**config.mk**
```make
export PLATFORM = sky130hd
export DESIGN_NAME = trig_rescaler
export DESIGN_NICKNAME = d
export VERILOG_FILES = /design/src/rtl/trs_pkg.sv /design/src/rtl/trs_edge_pick.sv /design/src/rtl/trs_period_meter.sv /design/src/rtl/trs_pulse_gen.sv /design/src/rtl/trig_rescaler.sv
export SDC_FILE = /design/constraint.sdc
export NUM_CORES = 1
export LEC_CHECK = 0
export BUFFER_PORTS_ARGS = -buffer_cell sky130_fd_sc_hd__buf_2
export CAP_MARGIN = 20
export CORE_MARGIN = 3
export CORE_UTILIZATION = 50
export CTS_BUF_LIST = sky130_fd_sc_hd__clkbuf_2 sky130_fd_sc_hd__clkbuf_4 sky130_fd_sc_hd__clkbuf_8
export CTS_CLUSTER_SIZE = 14
export DETAILED_ROUTE_END_ITERATION = 7
export PLACE_DENSITY = 0.67
export SYNTH_ARGS = -nofsm -noshare
export SYNTH_HDL_FRONTEND = slang
export SYNTH_SLANG_ARGS = --single-unit
```
**constraint.sdc**
```tcl
create_clock -name clk -period 7.4 [get_ports clk]
set_clock_uncertainty 0.2 [all_clocks]
set_input_delay 0.74 -clock clk [delete_from_list [all_inputs] [get_ports clk]]
set_output_delay 0.74 -clock clk [all_outputs]
set_load 0.05 [all_outputs]
```
**src/rtl/trs_pkg.sv**
```systemverilog
package trs_pkg;
  localparam int CFG_W  = 32;
  localparam int MD_W   = 12;
  localparam int GRAN_W = 2;

  typedef struct packed {
    logic [GRAN_W-1:0] gran;
    logic [MD_W-1:0]   mult;
    logic [MD_W-1:0]   divr;
    logic              bypass;
    logic              sel;
  } trs_cfg_t;

  function automatic trs_cfg_t trs_decode(input logic [CFG_W-1:0] w);
    trs_cfg_t c;
    c.gran   = w[31:30];
    c.mult   = w[29:18];
    c.divr   = w[17:6];
    c.bypass = w[1];
    c.sel    = w[0];
    return c;
  endfunction
endpackage

```
**src/rtl/trs_edge_pick.sv**
```systemverilog
module trs_edge_pick #(
  parameter int N_LINES = 2,
  localparam int SEL_W = (N_LINES > 1) ? $clog2(N_LINES) : 1
) (
  input  logic               clk,
  input  logic               rst_n,
  input  logic [N_LINES-1:0] lines_i,
  input  logic [SEL_W-1:0]   sel_i,
  output logic               edge_o
);
  logic [N_LINES-1:0] prev_q;
  logic [N_LINES-1:0] rise;

  always_ff @(posedge clk) begin
    if (!rst_n) prev_q <= '0;
    else        prev_q <= lines_i;
  end

  for (genvar i = 0; i < N_LINES; i++) begin : g_rise
    assign rise[i] = lines_i[i] & ~prev_q[i];
  end

  always_comb begin
    edge_o = 1'b0;
    for (int i = 0; i < N_LINES; i++)
      if (SEL_W'(i) == sel_i) edge_o = rise[i];
  end
endmodule

```
**src/rtl/trs_period_meter.sv**
```systemverilog
module trs_period_meter #(
  parameter int CNT_W    = 16,
  parameter int PRE_BASE = 1,
  parameter int GRAN_W   = 2,
  localparam int MAX_PRE = PRE_BASE << (2 * ((1 << GRAN_W) - 1)),
  localparam int DIV_W   = $clog2(MAX_PRE) + 1
) (
  input  logic              clk,
  input  logic              rst_n,
  input  logic              edge_i,
  input  logic [GRAN_W-1:0] gran_i,
  output logic              tick_o,
  output logic              load_o,
  output logic [CNT_W-1:0]  period_o,
  output logic              locked_o,
  output logic              ovf_o
);
  localparam logic [CNT_W-1:0] CNT_MAX = '1;

  logic [DIV_W-1:0] pre_n, div_q;
  logic [CNT_W-1:0] cnt_q, cnt_now, period_q;
  logic             seen_q, locked_q, ovf_q;
  logic             in_range;

  always_comb begin
    pre_n  = DIV_W'(PRE_BASE) << {gran_i, 1'b0};
    tick_o = (div_q >= pre_n - DIV_W'(1));
    if (tick_o && cnt_q != CNT_MAX) cnt_now = cnt_q + CNT_W'(1);
    else                            cnt_now = cnt_q;
    in_range = (cnt_now != '0) && (cnt_now != CNT_MAX);
    load_o   = edge_i && seen_q && in_range;
  end

  always_ff @(posedge clk) begin
    if (!rst_n) begin
      div_q    <= '0;
      cnt_q    <= '0;
      period_q <= '0;
      seen_q   <= 1'b0;
      locked_q <= 1'b0;
      ovf_q    <= 1'b0;
    end else if (edge_i) begin
      div_q  <= '0;
      cnt_q  <= '0;
      seen_q <= 1'b1;
      if (seen_q) begin
        period_q <= cnt_now;
        ovf_q    <= (cnt_now == CNT_MAX);
        locked_q <= in_range;
      end
    end else begin
      div_q <= tick_o ? '0 : div_q + DIV_W'(1);
      cnt_q <= cnt_now;
      if (seen_q && cnt_now == CNT_MAX) begin
        ovf_q    <= 1'b1;
        locked_q <= 1'b0;
      end
    end
  end

  assign period_o = period_q;
  assign locked_o = locked_q;
  assign ovf_o    = ovf_q;
endmodule

```
**src/rtl/trs_pulse_gen.sv**
```systemverilog
module trs_pulse_gen #(
  parameter int CNT_W = 16,
  parameter int MD_W  = 12,
  localparam int THR_W = CNT_W + MD_W,
  localparam int ACC_W = THR_W + 1
) (
  input  logic             clk,
  input  logic             rst_n,
  input  logic             tick_i,
  input  logic             load_i,
  input  logic             locked_i,
  input  logic             hold_i,
  input  logic             last_pulse_i,
  input  logic [CNT_W-1:0] period_i,
  input  logic [MD_W-1:0]  mult_i,
  input  logic [MD_W-1:0]  div_i,
  output logic             fire_o
);
  logic [THR_W-1:0] thr_q;
  logic [ACC_W-1:0] acc_q, acc_sum, acc_d;

  always_comb begin
    fire_o = locked_i && !hold_i && !last_pulse_i && (thr_q != '0) &&
             (acc_q >= ACC_W'(thr_q));
    acc_sum = acc_q + (tick_i ? ACC_W'(mult_i) : '0);
    if (hold_i || !locked_i) acc_d = '0;
    else                     acc_d = acc_sum - (fire_o ? ACC_W'(thr_q) : '0);
  end

  always_ff @(posedge clk) begin
    if (!rst_n) begin
      thr_q <= '0;
      acc_q <= '0;
    end else begin
      acc_q <= acc_d;
      if (load_i) thr_q <= THR_W'(period_i) * THR_W'(div_i);
    end
  end
endmodule

```
**src/rtl/trig_rescaler.sv**
```systemverilog
module trig_rescaler #(
  parameter int CNT_W    = 16,
  parameter int PRE_BASE = 1
) (
  input  logic             clk,
  input  logic             rst_n,
  input  logic             trig_line0,
  input  logic             trig_line1,
  input  logic [31:0]      cfg_word,
  output logic             trig_out,
  output logic             rate_locked,
  output logic             period_ovf,
  output logic [CNT_W-1:0] meas_period
);
  import trs_pkg::*;

  trs_cfg_t   cfg;
  logic       bypass_eff, sel_edge, tick, load, fire, out_q;

  always_comb begin
    cfg        = trs_decode(cfg_word);
    bypass_eff = cfg.bypass || (cfg.mult == '0) || (cfg.divr == '0);
  end

  trs_edge_pick #(.N_LINES(2)) u_pick (
    .clk(clk), .rst_n(rst_n),
    .lines_i({trig_line1, trig_line0}),
    .sel_i(cfg.sel),
    .edge_o(sel_edge)
  );

  trs_period_meter #(.CNT_W(CNT_W), .PRE_BASE(PRE_BASE), .GRAN_W(GRAN_W)) u_meter (
    .clk(clk), .rst_n(rst_n),
    .edge_i(sel_edge), .gran_i(cfg.gran),
    .tick_o(tick), .load_o(load),
    .period_o(meas_period), .locked_o(rate_locked), .ovf_o(period_ovf)
  );

  trs_pulse_gen #(.CNT_W(CNT_W), .MD_W(MD_W)) u_gen (
    .clk(clk), .rst_n(rst_n),
    .tick_i(tick), .load_i(load), .locked_i(rate_locked),
    .hold_i(bypass_eff), .last_pulse_i(out_q),
    .period_i(meas_period), .mult_i(cfg.mult), .div_i(cfg.divr),
    .fire_o(fire)
  );

  always_ff @(posedge clk) begin
    if (!rst_n) out_q <= 1'b0;
    else        out_q <= bypass_eff ? sel_edge : fire;
  end

  assign trig_out = out_q;
endmodule

```
==> results of run 1 <==
kinds of logic (layout without fill, tap and decap cells):
kind of cell | count (synthesis) | count (layout) | share of synthesized area, %
AOI/OAI and AO/OA | 264 | 264 | 12.86
xor gates and xnor gates | 48 | 48 | 3.169
adders and majority gates | 300 | 300 | 36.89
buffers and inverters | 328 | 346 | 9.676
DFF | 102 | 102 | 15.39
muxes | 6 | 6 | 0.4621
other | 1 | 1 | 0.02826
and+or+nand+nor | 571 | 571 | 21.52
path summary, 6_finish.rpt:
path	start	endpoint	slack, ns	depth (start not counted)
worst max register to register	u_meter.period_o[5]$_SDFFE_PN0P_	u_gen.thr_q[24]$_SDFFE_PN0P_	0.86	19
worst min register to register	u_meter.div_q[0]$_SDFF_PP0_	u_meter.div_q[0]$_SDFF_PP0_	0.28	1
worst max-delay path	u_meter.period_o[5]$_SDFFE_PN0P_	u_gen.thr_q[24]$_SDFFE_PN0P_	0.86	19
worst min-delay path	u_meter.div_q[0]$_SDFF_PP0_	u_meter.div_q[0]$_SDFF_PP0_	0.28	1
final cells by class:
class	count	area share, %
multi-input combinational	1190	71.19
sequential	102	14.58
timing repair buffer	73	3.073
inverter	257	6.887
clock inverter	6	0.3841
clock buffer	10	0.9379
tap	330	2.948
flip-flops by register name, indices dropped and copies added (netlist names):
name,count
u_pick.prev_q,2
u_meter.div_q,7
trig_out,1
u_meter.ovf_o,1
u_meter.locked_o,1
u_gen.acc_q,29
u_meter.cnt_q,16
u_meter.seen_q,1
u_gen.thr_q,28
u_meter.period_o,16
per-stage QoR:
step | area (um^2) | worst slack (ns) | power, uW | std cells
floorplan | 13270 | 0.7499 | 965.3 | 1620
global placement | 13810 | 0.5020 | 1087 | 1951
detailed placement | 13810 | 0.4779 | 1099 | 1951
CTS | 13990 | 0.8568 | 1455 | 1967
global route | 14010 | 0.4308 | 1542 | 1968
finish | 14010 | 0.8567 | 1439 | 1968
critical path: stages (launching register included):
cell	delay (ns)
dfxtp_1	0.76
nand2_1	0.17
fa_1	0.64
fa_1	0.47
fa_1	0.51
inv_1	0.06
fa_1	0.53
inv_1	0.06
fa_1	0.53
inv_1	0.04
ha_1	0.24
a211o_1	0.28
or3_1	0.30
o32ai_1	0.41
o2111ai_1	0.26
nand4_1	0.17
a21boi_0	0.12
o21ai_0	0.13
or4b_1	0.43
a21oi_1	0.14
power by group:
group	switching (uW)	total, uW	internal [uW]	leakage, uW
clock network	222	354	132	0.0000928
registers	16.7	573	556	0.000824
logic	316	512	196	0.00565
total	554	1440	885	0.00657
layer usage:
layer / wire length (um) / part of all wire, %
met3: 1775 / 5.4
met2: 15990 / 49
met1: 14540 / 44
met5: 0 / 0
met4: 609 / 1.9
placed cells by master (no fill, tap or decap), drive strengths merged, types with 20 or more instances in the layout:
master  count
nor2       97
dfxtp     102
a211oi     24
xnor2      24
and2       86
buf        73
nor3       21
ha        148
fa        152
nand3      48
o21ai      60
a21o       20
a21oi      78
nand2     206
inv       259
xor2       24
==> metrics.cfg, run 1 <==
[status]
status=completed

[floorplanning]
core-area_mm2=0.02562
initial_core_util_pct=51.79
io_pins=55
die_y_um=168.9
fp.dieW_um=168.9
row_count=58
dieArea_mm2=0.02853

[critical_path]
critPathMaxFanout=14
crit_required_ns=7.52
arrival_ns=6.67
crit_type=register to register
critPathLaunchType=register
cp-end-kind=register

[place]
portBuffers=50
gp_congestion=0.8674
dp_hpwl_um=26250

[timing]
holdWs_ns=0.2769
setup_viol=0
fin_crit_sh_pct=88.42
slew_viol_final=0
max_freq_mhz=152.8
period_needed_ns=6.543
setup_tns_ns=0
grt_setup_unrepaired=no
tightest_slew_ns=1.037
slew_headroom_pct=30.48
hold_viol=0

[synth]
synth_seq_cells=102
async_flop_share_pct=0
synth_top_cells_by_area=fa_1 23%, dfxtp_1 15%, ha_1 14%, inv_1 7.2%, nand2_1 5.8%
ys_seq_area_share_pct=15.39
syn_area_per_cell_um2=8.190
synth_flop_cell=dfxtp_1
synthTopCellsByCount=256 x inv_1, 206 x nand2_1, 152 x fa_1, 148 x ha_1, 102 x dfxtp_1
syn_inst=1620
synth_edf_count=0
yosysMostFrequentCell=inv_1
synth_warnings=0
syn_area_mm2=0.01327
syn-num-nets=1956
ys_types=78
synth_top_area_share_pct=22.93
synth.largest_area_cell=fa_1

[routing]
first_pass_iters=5
drt.antenna.violating_nets=0
wl_um=32910
vias_per_cell=5.566
wl_per_cell_um=16.72
vias=10950
drc=0
drtIter0Drc=540

[clocking]
clock_latency_ns=0.39
clock_tree.root_cell=clkbuf_8
path_clk_slew_ns=0.11
ctsHoldBuffers=0
cts_tree=yes
numCtsBuffers=9
postCtsSetupBuffers=0
htreeDepth=3
ctsResizeCount=0
cts_buffer_depth=2
clkSinkCount=102

[pwr]
power_density_mw_per_mm2=102.7
vdd_drop_max_mv=0.08235
leakagePower_uw=0.006569

[grt]
grt_pass1_vias=11150
grt_pass1_wl_um=55210
met3_usage_pct=4.367
gr-usage-met2_pct=40.46
grtUsageTotal_pct=23.64
antenna_found_initial=0
grt_max_degree=45
grt_busiest_layer=met2
grt_overflow=0
use_met1_pct=31.46

[final_layout]
synthToLayoutAreaGrowth_pct=5.573
drive_gt1_share_pct=6.960
final_nets=1969
nFillCells=2421
final_util_pct=54.68
final-seq-area_mm2=0.002042
num_antenna_cells=0
multiInputGateArea_mm2=0.009972

[min_path]
hp-class=register to register

[run]
cap_violations=0

Power figures use the tool's default switching activity.
==> run 2, diff against run 1 <==
- CORE_UTILIZATION: 50 -> 28
- PLACE_DENSITY: 0.67 -> 0.42
==> run 2 against run 1 <==
Against the previous run:
- clock power grew 12%
- hold slack lost 0.00063 ns
- global-route usage shrank 8.2 points
- non-clock buffer count grew 7
- flip-flop and latch count is the same
- worst setup slack lost 0.18 ns
- first-iteration DRC count grew 2.4%
- register-to-register slack lost 0.18 ns
- via count shrank 0.20%
- routed wire length grew 15%
- core utilization shrank 24 points
- final area grew 3.2%
- largest cell class unchanged
==> metrics.cfg, run 2 (synthesis gave the netlist of run 1 again) <==
[run]
cap_violations=0

[critical_path]
critPathMaxFanout=11
cp-end-kind=register
critPathLaunchType=register
crit_required_ns=7.50
arrival_ns=6.83
crit_type=register to register

[clocking]
cts_buffer_depth=2
cts_tree=yes
ctsHoldBuffers=0
clock_tree.root_cell=clkbuf_8
htreeDepth=3
clkSinkCount=102
ctsResizeCount=0
clock_latency_ns=0.40
path_clk_slew_ns=0.11
numCtsBuffers=9
postCtsSetupBuffers=0

[final_layout]
layout_commonest_cell=inv_1
final_util_pct=30.98
final_nets=1976
drive_gt1_share_pct=7.356
top_register=u_gen.acc_q
reg_top3=u_gen.acc_q (29), u_gen.thr_q (28)
final_area_mm2=0.01445
final-seq-area_mm2=0.002042
layoutNonFillerInstCount=2253
most-common-layout-cells=256 x inv_1, 206 x nand2_1, 152 x fa_1
nFillCells=5064
multiInputGateArea_mm2=0.009972
largest_reg_flops=29
synthToLayoutAreaGrowth_pct=8.921

[floorplanning]
row_count=79
core-area_mm2=0.04665
io_pins=55
dieArea_mm2=0.05003
fp.dieW_um=223.7
die_y_um=223.7
initial_core_util_pct=28.44

[timing]
hold_viol=0
max_freq_mhz=148.8
tightest_slew_ns=0.9417
slew_viol_final=0
setup_viol=0
slew_headroom_pct=37.01
fin_crit_sh_pct=90.84
period_needed_ns=6.722
grt_setup_unrepaired=no
setup_tns_ns=0

[place]
portBuffers=50
dp_hpwl_um=30340
placed_area_mm2=0.01420
gp_congestion=0.7752
place_inst=2234

[routing]
drc=0
wl_per_cell_um=16.74
vias=10930
drtIter0Drc=553
first_pass_iters=5
drt.antenna.violating_nets=0
vias_per_cell=4.852
wl_um=37720

[pwr]
leakagePower_uw=0.006623
power_density_mw_per_mm2=103.4
vdd_drop_max_mv=0.09717

[grt]
grt_overflow=0
antenna_found_initial=1
grt_pass1_wl_um=61870
grt_max_degree=44
grtUsageTotal_pct=15.40
grt_pass1_vias=11360

[status]
status=completed

[min_path]
hp-class=register to register

-- run 2: cell count changes in the layout (fill, tap and decap cells not counted) --
cell,previous run,this run
diode_2,0,1
buf_4,22,28
clkbuf_8,9,10
bufinv_16,0,1
clkbuf_16,0,1
inv_6,2,1
clkinv_4,2,0
clkinvlp_4,1,2
-- run 2: critical path, cell delays in order (launching register included) --
cell      delay (ns)
dfxtp_1         0.44
inv_1           0.07
ha_1            0.30
nor2b_1         0.14
o21a_1          0.16
o21a_1          0.16
o21a_1          0.16
o21bai_1        0.12
a21oi_1         0.08
o311ai_0        0.58
a41oi_2         0.43
buf_4           0.31
and2_1          0.16
ha_1            0.27
inv_1           0.04
ha_1            0.20
inv_1           0.07
fa_1            0.19
nor2b_1         0.08
o31a_1          0.30
o311ai_0        0.52
nand3_1         0.23
o311ai_0        0.49
and3_1          0.29
o31a_1          0.24
o211ai_1        0.14
mux2_2          0.28
-- run 2: area by class of cell --
| type | instances | share of cell area (%) |
|---|---|---|
| Multi-Input combinational cell | 1190 | 69.00 |
| Sequential cell | 102 | 14.13 |
| Inverter | 257 | 6.675 |
| Tap cell | 607 | 5.255 |
| Timing Repair Buffer | 80 | 3.463 |
| Clock buffer | 11 | 1.004 |
| Clock inverter | 5 | 0.4502 |
| Antenna cell | 1 | 0.01732 |
-- run 2: power by group --
part | leakage (uW) | internal, uW | total [uW] | switching, uW
Clock | 0.000102 | 173 | 397 | 224
Combinational | 0.00570 | 199 | 528 | 329
Sequential | 0.000824 | 556 | 569 | 13.3
Total | 0.00662 | 929 | 1490 | 566
-- run 2: path summary, 6_finish.rpt --
kind / cells past startpoint / endpoint / start / slack [ns]
min: 1 / u_meter.div_q[0]$_SDFF_PP0_ / u_meter.div_q[0]$_SDFF_PP0_ / 0.28
max: 26 / u_gen.acc_q[28]$_SDFF_PP0_ / u_gen.thr_q[1]$_SDFFE_PN0P_ / 0.68
max reg2reg: 26 / u_gen.acc_q[28]$_SDFF_PP0_ / u_gen.thr_q[1]$_SDFFE_PN0P_ / 0.68
min reg2reg: 1 / u_meter.div_q[0]$_SDFF_PP0_ / u_meter.div_q[0]$_SDFF_PP0_ / 0.28
-- run 2: routing by layer --
| metal | share of wire, % | GRT usage [%] |
|---|---|---|
| met5 | 0.019 | 0 |
| met2 | 50 | 26.82 |
| met1 | 47 | 20.97 |
| met3 | 2.2 | 1.913 |
| met4 | 0.88 | 2.208 |
-- run 2: metrics by stage --
stage / hold WS [ns] / setup slack (ns) / total power [uW]
after floorplan: 0.2256 / 0.7499 / 965.3
after global placement: 0.2453 / 0.5226 / 1118
after detailed placement: 0.2520 / 0.5389 / 1120
after CTS: 0.2798 / 0.7205 / 1531
after global routing: 0.3146 / 0.2684 / 1615
final: 0.2763 / 0.6779 / 1495
==> run 3, diff against run 2 <==
==> constraint.sdc (replaced) <==
create_clock -name clk -period 7.4 [get_ports clk]
set_clock_uncertainty 0.2 [all_clocks]
set_input_delay 0.37 -clock clk [delete_from_list [all_inputs] [get_ports clk]]
set_output_delay 0.37 -clock clk [all_outputs]
set_load 0.05 [all_outputs]
==> run 3 against run 2 <==
Against the previous run:
- fmax is 0.68% higher
- count of clock-buffer cells in the layout is 1 lower
- routed wire length is 0.44% lower
- sequential share of layout area hardly changed
- hold slack worse by 0.12 ns
- non-clock buffer count is 4 lower
- highest routed layer is now met4
==> metrics.cfg, run 3 (synthesis gave the netlist of run 1 again) <==
[routing]
drc=0
wl_um=37550
vias=10850
wl_per_cell_um=16.70
drtIter0Drc=474
drt.antenna.violating_nets=0
vias_per_cell=4.826
first_pass_iters=5

[critical_path]
cpPeakStageDelay_ns=0.81
arrival_ns=6.81
path_buf_inv=3
path_cells=nand2_1 > fa_1 > fa_1 > inv_1 > fa_1 > fa_1 > inv_1 > fa_1 > inv_1 > ha_1 > a211o_1 > or3_1 > o32ai_1 > o2111ai_1 > nand4_1 > a21boi_0 > o21ai_0 > or4b_1 > a21oi_1
cp_top_family=adder cells
critPathLaunchType=register
worstSetupStartpoint=u_meter.period_o[7]$_SDFFE_PN0P_
rr_worst_depth=19
crit_type=register to register
cp-end-kind=register
slowest_stage=dfxtp_1
crit_required_ns=7.54
critPathMaxFanout=14
reg2reg_from=u_meter.period_o[7]$_SDFFE_PN0P_
worst-path-stages=19
cpMostUsedCell=fa_1

[pwr]
intPower_uw=924.3
p_seq_share_pct=38.1
swShare_pct=38.47
leakagePower_uw=0.006599
power_density_mw_per_mm2=104.2
vdd_drop_max_mv=0.06662
switchingPower_uw=577.9
clockPowerShare_pct=26.7
power.share.combinational_pct=35.2

[place]
portBuffers=50
dp_hpwl_um=30060
gp_congestion=0.7703

[final_layout]
final_nets=1972
drive_gt1_share_pct=7.008
largest_reg_flops=29
synthToLayoutAreaGrowth_pct=8.676
num_antenna_cells=0
reg_top3=u_gen.acc_q (29), u_gen.thr_q (28)
layout_commonest_cell=inv_1
top_register=u_gen.acc_q
most-common-layout-cells=256 x inv_1, 206 x nand2_1, 152 x fa_1

[timing]
grt_setup_unrepaired=no
holdWs_ns=0.1554
slew_viol_final=0
setup_viol=0
tightest_slew_ns=0.8029
setup_tns_ns=0
fin_crit_sh_pct=90.23
hold_viol=0
slew_headroom_pct=46.22
period_needed_ns=6.677
max_freq_mhz=149.8

[min_path]
hp-class=input pin to register
min_from=rst_n
hold_depth=2

[clocking]
htreeDepth=3
path_clk_slew_ns=0.11
cts_tree=yes
postCtsSetupBuffers=0
clock_tree.root_cell=clkbuf_8
clkSinkCount=102
numCtsBuffers=9
ctsHoldBuffers=2
ctsResizeCount=0
cts_buffer_depth=2
clock_latency_ns=0.41

[grt]
grtUsageTotal_pct=15.18
grt_pass1_vias=11240
antenna_found_initial=1
grt_pass1_wl_um=60580
grt_overflow=0
grt_max_degree=44

[floorplanning]
row_count=79
core-area_mm2=0.04665
initial_core_util_pct=28.44
io_pins=55
die_y_um=223.7
fp.dieW_um=223.7
dieArea_mm2=0.05003

[run]
cap_violations=0

[status]
status=completed

run 3: layout make-up:
cell class	count	area (um^2)
fillers	5083	32240
multi-input cells	1190	9972
flip-flops and latches	102	2042
inverters	257	964.7
well taps	607	759.5
repair buffers	76	475.5
clock buffers	10	137.6
clock inverters	6	67.56
run 3: worst reg2reg max path, stage by stage, from the launching register on:
cell	delay, ns
dfxtp_1	0.81
nand2_1	0.17
fa_1	0.52
fa_1	0.51
inv_1	0.05
fa_1	0.47
fa_1	0.54
inv_1	0.06
fa_1	0.53
inv_1	0.04
ha_1	0.35
a211o_1	0.32
or3_1	0.31
o32ai_1	0.47
o2111ai_1	0.27
nand4_1	0.17
a21boi_0	0.11
o21ai_0	0.15
or4b_1	0.44
a21oi_1	0.14
run 3: final timing paths:
kind | endpoint | slack [ns]
max reg2reg | u_gen.thr_q[24]$_SDFFE_PN0P_ | 0.72
min | u_meter.locked_o$_SDFFE_PN0P_ | 0.16
max | u_gen.thr_q[24]$_SDFFE_PN0P_ | 0.72
min reg2reg | u_meter.div_q[0]$_SDFF_PP0_ | 0.27
run 3: per-layer routing:
metal / global-route usage [%] / wire length, um / vias up / share of wire (%)
met5: 0 / 0 / - / 0
met1: 20.43 / 17870 / 5406 / 48
li1: - / - / 5335 / -
met4: 2.518 / 444 / 0 / 1.2
met2: 26.63 / 18440 / 87 / 49
met3: 1.808 / 799 / 21 / 2.1
run 3: metrics by stage:
stage / total power (uW) / setup WS, ns / instances / cell area [um^2] / utilization, %
detailed placement: 1121 / 0.7333 / 2228 / 14150 / 30.34
finish: 1502 / 0.7233 / 2248 / 14420 / 30.91
global route: 1615 / 0.2938 / 2248 / 14420 / 30.91
global placement: 1119 / 0.7594 / 2228 / 14150 / 30.34
CTS: 1538 / 0.6925 / 2246 / 14380 / 30.82
floorplan: 965.3 / 0.9926 / 1620 / 13270 / -
run 3: power groups by stage:
stage	Clock, uW	Combinational [uW]	Sequential (uW)
after floorplan	0	375	590
after global routing	435	605	575
after global placement	0	534	586
after CTS	422	542	573
final	401	528	573
after detailed placement	0	535	586
